--- config.mk ---
export PLATFORM = sky130hd
export DESIGN_NAME = dual_bus_regfile
export DESIGN_NICKNAME = d
export VERILOG_FILES = /design/src/rtl/regfile_pkg.sv /design/src/rtl/reg_cell.sv /design/src/rtl/reg_bank.sv /design/src/rtl/bus_resolver.sv /design/src/rtl/dual_bus_regfile.sv
export SDC_FILE = /design/constraint.sdc
export NUM_CORES = 1
export LEC_CHECK = 0
export BUFFER_PORTS_ARGS = -buffer_cell sky130_fd_sc_hd__buf_2
export CORE_UTILIZATION = 35
export CTS_CLUSTER_SIZE = 20
export DETAILED_ROUTE_END_ITERATION = 8
export GPL_ROUTABILITY_DRIVEN = 0
export SLEW_MARGIN = 20
export SYNTH_ARGS = -nofsm -noshare
export SYNTH_HDL_FRONTEND = slang
export SYNTH_SLANG_ARGS = --single-unit
--- constraint.sdc ---
create_clock -name clk -period 3.6 [get_ports clk]
set_clock_uncertainty 0.05 [all_clocks]
set_input_delay 0.36 -clock clk [delete_from_list [all_inputs] [get_ports clk]]
set_output_delay 0.36 -clock clk [all_outputs]
set_load 0.02 [all_outputs]
--- src/rtl/regfile_pkg.sv ---
package regfile_pkg;
  localparam int unsigned NREG = 8;
  localparam int unsigned IDX_W = $clog2(NREG);

  typedef enum logic [IDX_W-1:0] {
    RID_ACC = 3'd0,
    RID_B   = 3'd1,
    RID_C   = 3'd2,
    RID_D   = 3'd3,
    RID_E   = 3'd4,
    RID_PC  = 3'd5,
    RID_SP  = 3'd6,
    RID_OPR = 3'd7
  } reg_id_e;

  // address-bus sources exclude the accumulator
  localparam int unsigned ABUS_SRCS = NREG - 1;
  // data-bus sources: every register plus the external source
  localparam int unsigned DBUS_SRCS = NREG + 1;
endpackage

--- src/rtl/reg_cell.sv ---
module reg_cell #(
  parameter int unsigned W = 16,
  parameter bit HAS_ALU = 1'b0
) (
  input  logic         clk,
  input  logic         rst,
  input  logic         ld,
  input  logic [W-1:0] d,
  input  logic         alu_ld,
  input  logic [W-1:0] alu_d,
  output logic [W-1:0] q
);
  logic alu_sel;
  assign alu_sel = HAS_ALU ? alu_ld : 1'b0;

  always_ff @(posedge clk) begin
    if (rst)          q <= '0;
    else if (alu_sel) q <= alu_d;
    else if (ld)      q <= d;
  end


  reset_clear_chk: assert property (@(posedge clk) rst |=> (q == '0));

  hold_chk: assert property (@(posedge clk) disable iff (rst)
    (!ld && !alu_sel) |=> $stable(q));

  load_chk: assert property (@(posedge clk) disable iff (rst)
    (ld && !alu_sel) |=> (q == $past(d)));

  alu_prio_chk: assert property (@(posedge clk) disable iff (rst)
    alu_sel |=> (q == $past(alu_d)));
endmodule

--- src/rtl/reg_bank.sv ---
module reg_bank
  import regfile_pkg::*;
#(
  parameter int unsigned W = 16
) (
  input  logic              clk,
  input  logic              rst,
  input  logic [NREG-1:0]   load_en,
  input  logic [W-1:0]      dbus,
  input  logic              alu_load,
  input  logic [W-1:0]      alu_res,
  output logic [NREG*W-1:0] regs_flat
);
  for (genvar i = 0; i < NREG; i++) begin : g_reg
    if (i == int'(RID_ACC)) begin : g_acc
      reg_cell #(.W(W), .HAS_ALU(1'b1)) cell_i (
        .clk(clk), .rst(rst), .ld(load_en[i]), .d(dbus),
        .alu_ld(alu_load), .alu_d(alu_res), .q(regs_flat[i*W +: W])
      );
    end else begin : g_plain
      reg_cell #(.W(W), .HAS_ALU(1'b0)) cell_i (
        .clk(clk), .rst(rst), .ld(load_en[i]), .d(dbus),
        .alu_ld(1'b0), .alu_d('0), .q(regs_flat[i*W +: W])
      );
    end
  end
endmodule

--- src/rtl/bus_resolver.sv ---
module bus_resolver #(
  parameter int unsigned W = 16,
  parameter int unsigned N = 8
) (
  input  logic           clk,
  input  logic           rst,
  input  logic [N-1:0]   en,
  input  logic [N*W-1:0] src_flat,
  output logic [W-1:0]   bus,
  output logic [W-1:0]   bus_q,
  output logic           err_q
);
  logic seen;
  logic multi;

  always_comb begin
    bus   = '0;
    seen  = 1'b0;
    multi = 1'b0;
    for (int i = 0; i < N; i++) begin
      if (en[i]) begin
        bus   = bus | src_flat[i*W +: W];
        multi = multi | seen;
        seen  = 1'b1;
      end
    end
  end

  always_ff @(posedge clk) begin
    if (rst) begin
      bus_q <= '0;
      err_q <= 1'b0;
    end else begin
      bus_q <= bus;
      err_q <= multi;
    end
  end


  idle_zero_chk: assert property (@(posedge clk) disable iff (rst)
    (en == '0) |=> (bus_q == '0));

  contention_chk: assert property (@(posedge clk) disable iff (rst)
    ($countones(en) > 1) |=> err_q);

  no_false_err_chk: assert property (@(posedge clk) disable iff (rst)
    ($countones(en) <= 1) |=> !err_q);
endmodule

--- src/rtl/dual_bus_regfile.sv ---
module dual_bus_regfile
  import regfile_pkg::*;
#(
  parameter int unsigned W = 16
) (
  input  logic            clk,
  input  logic            rst,
  input  logic [NREG-1:0] load_en,
  input  logic [NREG-1:0] dbus_oe,
  input  logic [NREG-1:0] abus_oe,
  input  logic            opr_oe,
  input  logic            opr_direct,
  input  logic            ext_en,
  input  logic [W-1:0]    ext_data,
  input  logic            alu_load,
  input  logic [W-1:0]    alu_res,
  output logic [W-1:0]    dbus_q,
  output logic [W-1:0]    abus_q,
  output logic            dbus_err,
  output logic            abus_err,
  output logic [W-1:0]    acc_q
);
  localparam int unsigned OPR_I = int'(RID_OPR);

  logic [NREG*W-1:0]      regs_flat;
  logic [W-1:0]           dbus;
  logic [W-1:0]           abus;
  logic [DBUS_SRCS-1:0]   d_en;
  logic [DBUS_SRCS*W-1:0] d_src;
  logic [ABUS_SRCS-1:0]   a_en;
  logic [ABUS_SRCS*W-1:0] a_src;

  // data-bus sources: registers 0..NREG-1, then the external source
  for (genvar i = 0; i < NREG; i++) begin : g_dsrc
    if (i == OPR_I) begin : g_opr
      assign d_en[i] = dbus_oe[i] | (opr_oe & ~opr_direct);
    end else begin : g_reg
      assign d_en[i] = dbus_oe[i];
    end
    assign d_src[i*W +: W] = regs_flat[i*W +: W];
  end
  assign d_en[NREG]           = ext_en;
  assign d_src[NREG*W +: W]   = ext_data;

  // address-bus sources: registers 1..NREG-1, accumulator left out
  for (genvar j = 0; j < ABUS_SRCS; j++) begin : g_asrc
    if (j + 1 == OPR_I) begin : g_opr
      assign a_en[j] = abus_oe[j+1] | (opr_oe & opr_direct);
    end else begin : g_reg
      assign a_en[j] = abus_oe[j+1];
    end
    assign a_src[j*W +: W] = regs_flat[(j+1)*W +: W];
  end

  bus_resolver #(.W(W), .N(DBUS_SRCS)) dres_i (
    .clk(clk), .rst(rst), .en(d_en), .src_flat(d_src),
    .bus(dbus), .bus_q(dbus_q), .err_q(dbus_err)
  );

  bus_resolver #(.W(W), .N(ABUS_SRCS)) ares_i (
    .clk(clk), .rst(rst), .en(a_en), .src_flat(a_src),
    .bus(abus), .bus_q(abus_q), .err_q(abus_err)
  );

  reg_bank #(.W(W)) bank_i (
    .clk(clk), .rst(rst), .load_en(load_en), .dbus(dbus),
    .alu_load(alu_load), .alu_res(alu_res), .regs_flat(regs_flat)
  );

  assign acc_q = regs_flat[int'(RID_ACC)*W +: W];


  acc_never_pointer_chk: assert property (@(posedge clk) disable iff (rst)
    (abus_oe[0] && abus_oe[NREG-1:1] == '0 && !(opr_oe && opr_direct))
      |=> (abus_q == '0 && !abus_err));

  opr_direct_chk: assert property (@(posedge clk) disable iff (rst)
    (opr_oe && opr_direct && abus_oe[NREG-2:1] == '0)
      |=> (abus_q == $past(regs_flat[OPR_I*W +: W]) && !abus_err));

  opr_immediate_chk: assert property (@(posedge clk) disable iff (rst)
    (opr_oe && !opr_direct && dbus_oe[NREG-2:0] == '0 && !ext_en)
      |=> (dbus_q == $past(regs_flat[OPR_I*W +: W]) && !dbus_err));

  ext_only_chk: assert property (@(posedge clk) disable iff (rst)
    (ext_en && dbus_oe == '0 && !opr_oe) |=> (dbus_q == $past(ext_data)));

  reset_out_chk: assert property (@(posedge clk)
    rst |=> (dbus_q == '0 && abus_q == '0 && !dbus_err && !abus_err));
endmodule

### After elaboration in Yosys (flattened, before gate mapping)

Index checks and enable logic that the tools add are counted.

| word-level totals | value |
|---|---|
| output and inout port bits | 50 |
| word-level logic and storage cells | 90 |
| register bits | 162 |

| operators by class | value |
|---|---|
| bitwise gates (word level) | 31 |
| multiplexer cells | 46 |
| reduce and logical (&&, ||, !) cells | 1 |

Operator list:

| operator | count |
|---|---|
| two-way mux 16 bit | 18 |
| bitwise OR 16 bit | 14 |
| two-way mux 1 bit | 28 |
| bitwise OR 1 bit | 14 |
| bitwise AND 1 bit | 2 |
| nonzero test 2 bit | 1 |
| NOT 1 bit | 1 |

### Longest topological paths before layout

| depth | value |
|---|---|
| word-level depth | 19 |
| mapped depth | 6 |

### Cells and area by module

Synthesis repeated with hierarchy kept, for this count alone.

| second synthesis, totals | value |
|---|---|
| cells, all modules | 719 |
| area, all modules | 7216.9 um2 |

By module, submodules not included:

| module | instances | seq. area each (um2) | area each (um2) | cells an instance |
|---|---|---|---|---|
| reg_cell (bank_i.g_reg[1].g_plain.cell_i ...) | 7 | 320.3 | 580.6 | 52 |
| bus_resolver (dres_i) | 1 | 340.3 | 1266.2 | 159 |
| bus_resolver (ares_i) | 1 | 340.3 | 1057.3 | 121 |
| reg_cell (bank_i.g_reg[0].g_acc.cell_i) | 1 | 320.3 | 805.8 | 71 |
| dual_bus_regfile | 1 | 0.0 | 20.0 | 3 |
| reg_bank | 1 | 0.0 | 3.8 | 1 |

### Worst setup path before layout

OpenSTA, ideal clock, no wires.

| timing path | value |
|---|---|
| path kind | in2reg |
| from | in dbus_oe[3] |
| to | reg dres_i.err_q |
| buffers on the path | 1 |
| data arrival time | 1655 ps |
| library setup time | 131 ps |
| data required time | 3419 ps |
| setup slack | 1764 ps |
| cell stages on the path | 5 |
| path through | buf_4 -> or4_4 -> or3_4 -> a211oi_2 -> o41ai_1 |

| between the ends | value |
|---|---|
| word-level cells in the longest chain between the ends | 11 |
| elaborated cells between the ends (all ways) | 16 |
| those cells by class | mux: 11; bitwise: 5 |

Ends and longest elaborated chain:

| item | line | source |
|---|---|---|
| start: declaration | dual_bus_regfile.sv:9 | `input logic [NREG-1:0] dbus_oe,` |
| two-way mux 1 bit | bus_resolver.sv:21 | `if (en[i]) begin` |
| bitwise OR 1 bit | bus_resolver.sv:23 | `multi = multi \| seen;` |
| two-way mux 1 bit | bus_resolver.sv:21 |  |
| bitwise OR 1 bit | bus_resolver.sv:23 |  |
| two-way mux 1 bit | bus_resolver.sv:21 |  |
| bitwise OR 1 bit | bus_resolver.sv:23 |  |
| two-way mux 1 bit | bus_resolver.sv:21 |  |
| bitwise OR 1 bit | bus_resolver.sv:23 |  |
| two-way mux 1 bit | bus_resolver.sv:21 |  |
| bitwise OR 1 bit | bus_resolver.sv:23 |  |
| two-way mux 1 bit * | bus_resolver.sv:21 |  |
| end signal: assignment | bus_resolver.sv:35 | `err_q <= multi;` |
| end: declaration | bus_resolver.sv:11 | `output logic err_q` |

Every way passes the cells marked *; elsewhere a longest branch is shown, timed or not.
A chain may end at the register's enable or synchronous reset.

### Final worst setup path

| timing path | value |
|---|---|
| from | in opr_oe |
| to | reg bank_i.g_reg[3].g_plain.cell_i.q[1] |

| between the ends | value |
|---|---|
| word-level cells in the longest chain between the ends | 5 |

Ends and longest elaborated chain:

| item | line | source |
|---|---|---|
| start: declaration | dual_bus_regfile.sv:11 | `input logic opr_oe,` |
| bitwise AND 1 bit * | dual_bus_regfile.sv:36 | `assign d_en[i] = dbus_oe[i] \| (opr_oe & ~opr_direct);` |
| bitwise OR 1 bit * | dual_bus_regfile.sv:36 |  |
| two-way mux 16 bit * | bus_resolver.sv:21 |  |
| bitwise OR 16 bit | bus_resolver.sv:22 | `bus = bus \| src_flat[i*W +: W];` |
| two-way mux 16 bit * | bus_resolver.sv:21 |  |
| end signal: assignment | reg_cell.sv:18 | `else if (alu_sel) q <= alu_d;` |
| end: declaration | reg_cell.sv:11 | `output logic [W-1:0] q` |

Marks and branches as above.

==> out/results.txt <==
status: completed
leakage: 3.157 nW
cts hold-fix bufs: 0
CP Capture Type: flip-flop
Mapped Area: 6824 um2
port bufs: 110
DP Worst Slack: 1224 ps
max_slew headroom: 29.56%
RSZ-0062 raised after global routing: false
Final #Nets: 880
most used cell, CP: a211oi_1
CTS max path bufs: 2
first-pass GRT wire length: 35.51 mm
hold slack: 136.5 ps
EDFF count, synth: 0
final hold viol count: 0
Starting Density: 36.12%
Worst-Skew Late Latency: 430 ps
Tmin final: 1944 ps
height of the die: 141.6 um
R2R Path Start: bank_i.g_reg[1].g_plain.cell_i.q[1]
Setup crit start: opr_oe
Final setup viols: 0
kind of critical path: in -> reg
#FFs+latches synth: 162
row cnt: 50
share of the yosys chip area belonging to registers: 47.52%
via count: 6452
total of max-cap violations: 0
post-CTS setup buffers: 0
DRT antenna net count: 0
Yosys warning total: 0
Setup crit start kind: input pin
TritonCTS clock tree: yes
crit path cell chain: buf_2, a21o_2, a211oi_1, a211oi_1
Async S/R FF share, synth: 0%
antenna cell count: 0
layout cells sized above 1: 19.37%
Post-Syn Nets: 823
DR DRC count: 0
clk sinks: 162
min-delay src: alu_res[13]
worst endpoint data arrival time: 2160 ps
CTS root buf: clkbuf_16
GRT Total Usage: 23.54%
Cells after Synth: 761
largest net degree at the start of global routing: 105
Main synth FF type: dfxtp_1
pins over their slew limit: 0
WL/cell: 21.27 um
Top-Level Pins: 112
clk slew on worst S/H paths: 60 ps
CTS H-tree depth: 4
synth unique cells: 30
CTS resizes: 0
Post-Route WL: 23.20 mm
peak supply drop: 332.2 uV
Avg Vias per Cell: 5.914
number of global-route vias before repair: 5968
Post-Route Setup TNS: 0 ps
Max FO, Critical Path: 35
Core ar.: 18890 um2
initial antenna violation count: 0
pwr dens: 598.3 nW/um2
f_max: 514.5 MHz
hpwl dp: 12.74 mm
Worst Tran Pin Value: 1050 ps
Layout Area Growth over Synthesis: 18.48%
slowest cell on the critical path: a211oi_1
TritonCTS Buffers: 17
Hold WC Path Type: in -> reg
syn_area_per_cell: 8.967 um2
Die Wd: 141.6 um
Worst path max stage delay: 990 ps
ratio of final minimum period to clock period: 53.99%
Critical Path RT: 3820 ps
Initial DRC Count: 552
Setup WS post-layout: 1656 ps
drt pass-1 iters: 6
Remaining Overflow, GRT: 0
die area: 20060 um2
## final cells by class
cell class	count	area (um2)
clock inverter	8	148.9
fill	1931	10810
clock buffer	24	491.7
inverter	18	67.56
timing repair buffer	116	618.1
tap	260	325.3
sequential	162	3243
multi-input combinational	503	3191
## power by group
| group | internal [mW] | switching [mW] |
|---|---|---|
| Sequential | 1.98 | 0.122 |
| Combinational | 0.265 | 0.503 |
| Clock | 1.24 | 0.736 |
## kinds of logic after synthesis
| logic type | synth area share (%) |
|---|---|
| compound gates | 34.80 |
| fa+ha+maj | 0.1467 |
| buf+inv | 5.812 |
| flops | 47.52 |
| simple gates | 11.72 |
## final timing paths
check                                                             to  slack [ps]  depth (start not counted)
worst max register to register   bank_i.g_reg[3].g_plain.cell_i.q[1]        1720                          4
worst min-delay path              bank_i.g_reg[0].g_acc.cell_i.q[13]         140                          3
worst max-delay path             bank_i.g_reg[3].g_plain.cell_i.q[1]        1660                          4
worst min register to register  bank_i.g_reg[6].g_plain.cell_i.q[14]         450                          2
## layer usage
metal  up-vias  routed length (um)  track usage, %
met1      3076               10580           33.14
met2       334               10320           35.65
li1       3012                   -               -
met5         -                   0               0
met3        30                1947           5.332
met4         0                 356           7.244
## cell usage after synthesis (12+ instances only)
| cell | instances | area (um2) |
|---|---|---|
| a221oi_1 | 16 | 140.1 |
| nand2_1 | 49 | 183.9 |
| a2111oi_0 | 32 | 280.3 |
| a211oi_2 | 12 | 150.1 |
| a211oi_1 | 119 | 893.4 |
| clkbuf_1 | 59 | 221.5 |
| a31oi_1 | 16 | 100.1 |
| dfxtp_1 | 162 | 3243 |
| a22o_1 | 16 | 140.1 |
| buf_2 | 14 | 70.07 |
| nor2_1 | 129 | 484.2 |
| nor3_1 | 18 | 90.09 |
| a22oi_1 | 80 | 600.6 |
| inv_1 | 18 | 67.56 |
## worst max-delay path: cells and delay by family
kind,cells,cell delay (ps)
buffers and inverters,1,110
AOI/OAI and AO/OA,3,1680
## cells in the final DEF, fill, tap and decap left out, types with 13 or more instances in the layout
master / Yosys / routed
nor3_1: 18 / 18
a22oi_1: 80 / 80
buf_2: 14 / 109
a211oi_2: 12 / 13
dfxtp_1: 162 / 162
a31oi_1: 16 / 16
nor2_1: 129 / 129
a2111oi_0: 32 / 32
a211oi_1: 119 / 118
clkbuf_16: 0 / 17
a22o_1: 16 / 16
nand2_1: 49 / 49
inv_1: 18 / 18
a221oi_1: 16 / 16
## metrics by stage
step,area (um2),total power [mW],util [%],cells
floorplan,6824,2.630,-,761
global placement,7412,2.881,39.23,1058
detailed placement,7412,2.886,39.23,1058
CTS,8053,4.839,42.62,1090
global route,8085,5.035,42.79,1091
finish,8085,4.838,42.79,1091
## registers in the layout, summed over array words and instances (netlist names)
signal                     flops
ares_i.bus_q                  16
ares_i.err_q                   1
bank_i.g.g_acc.cell_i.q       16
bank_i.g.g_plain.cell_i.q    112
dres_i.bus_q                  16
dres_i.err_q                   1
No activity file was read; power rests on OpenSTA's default activity.
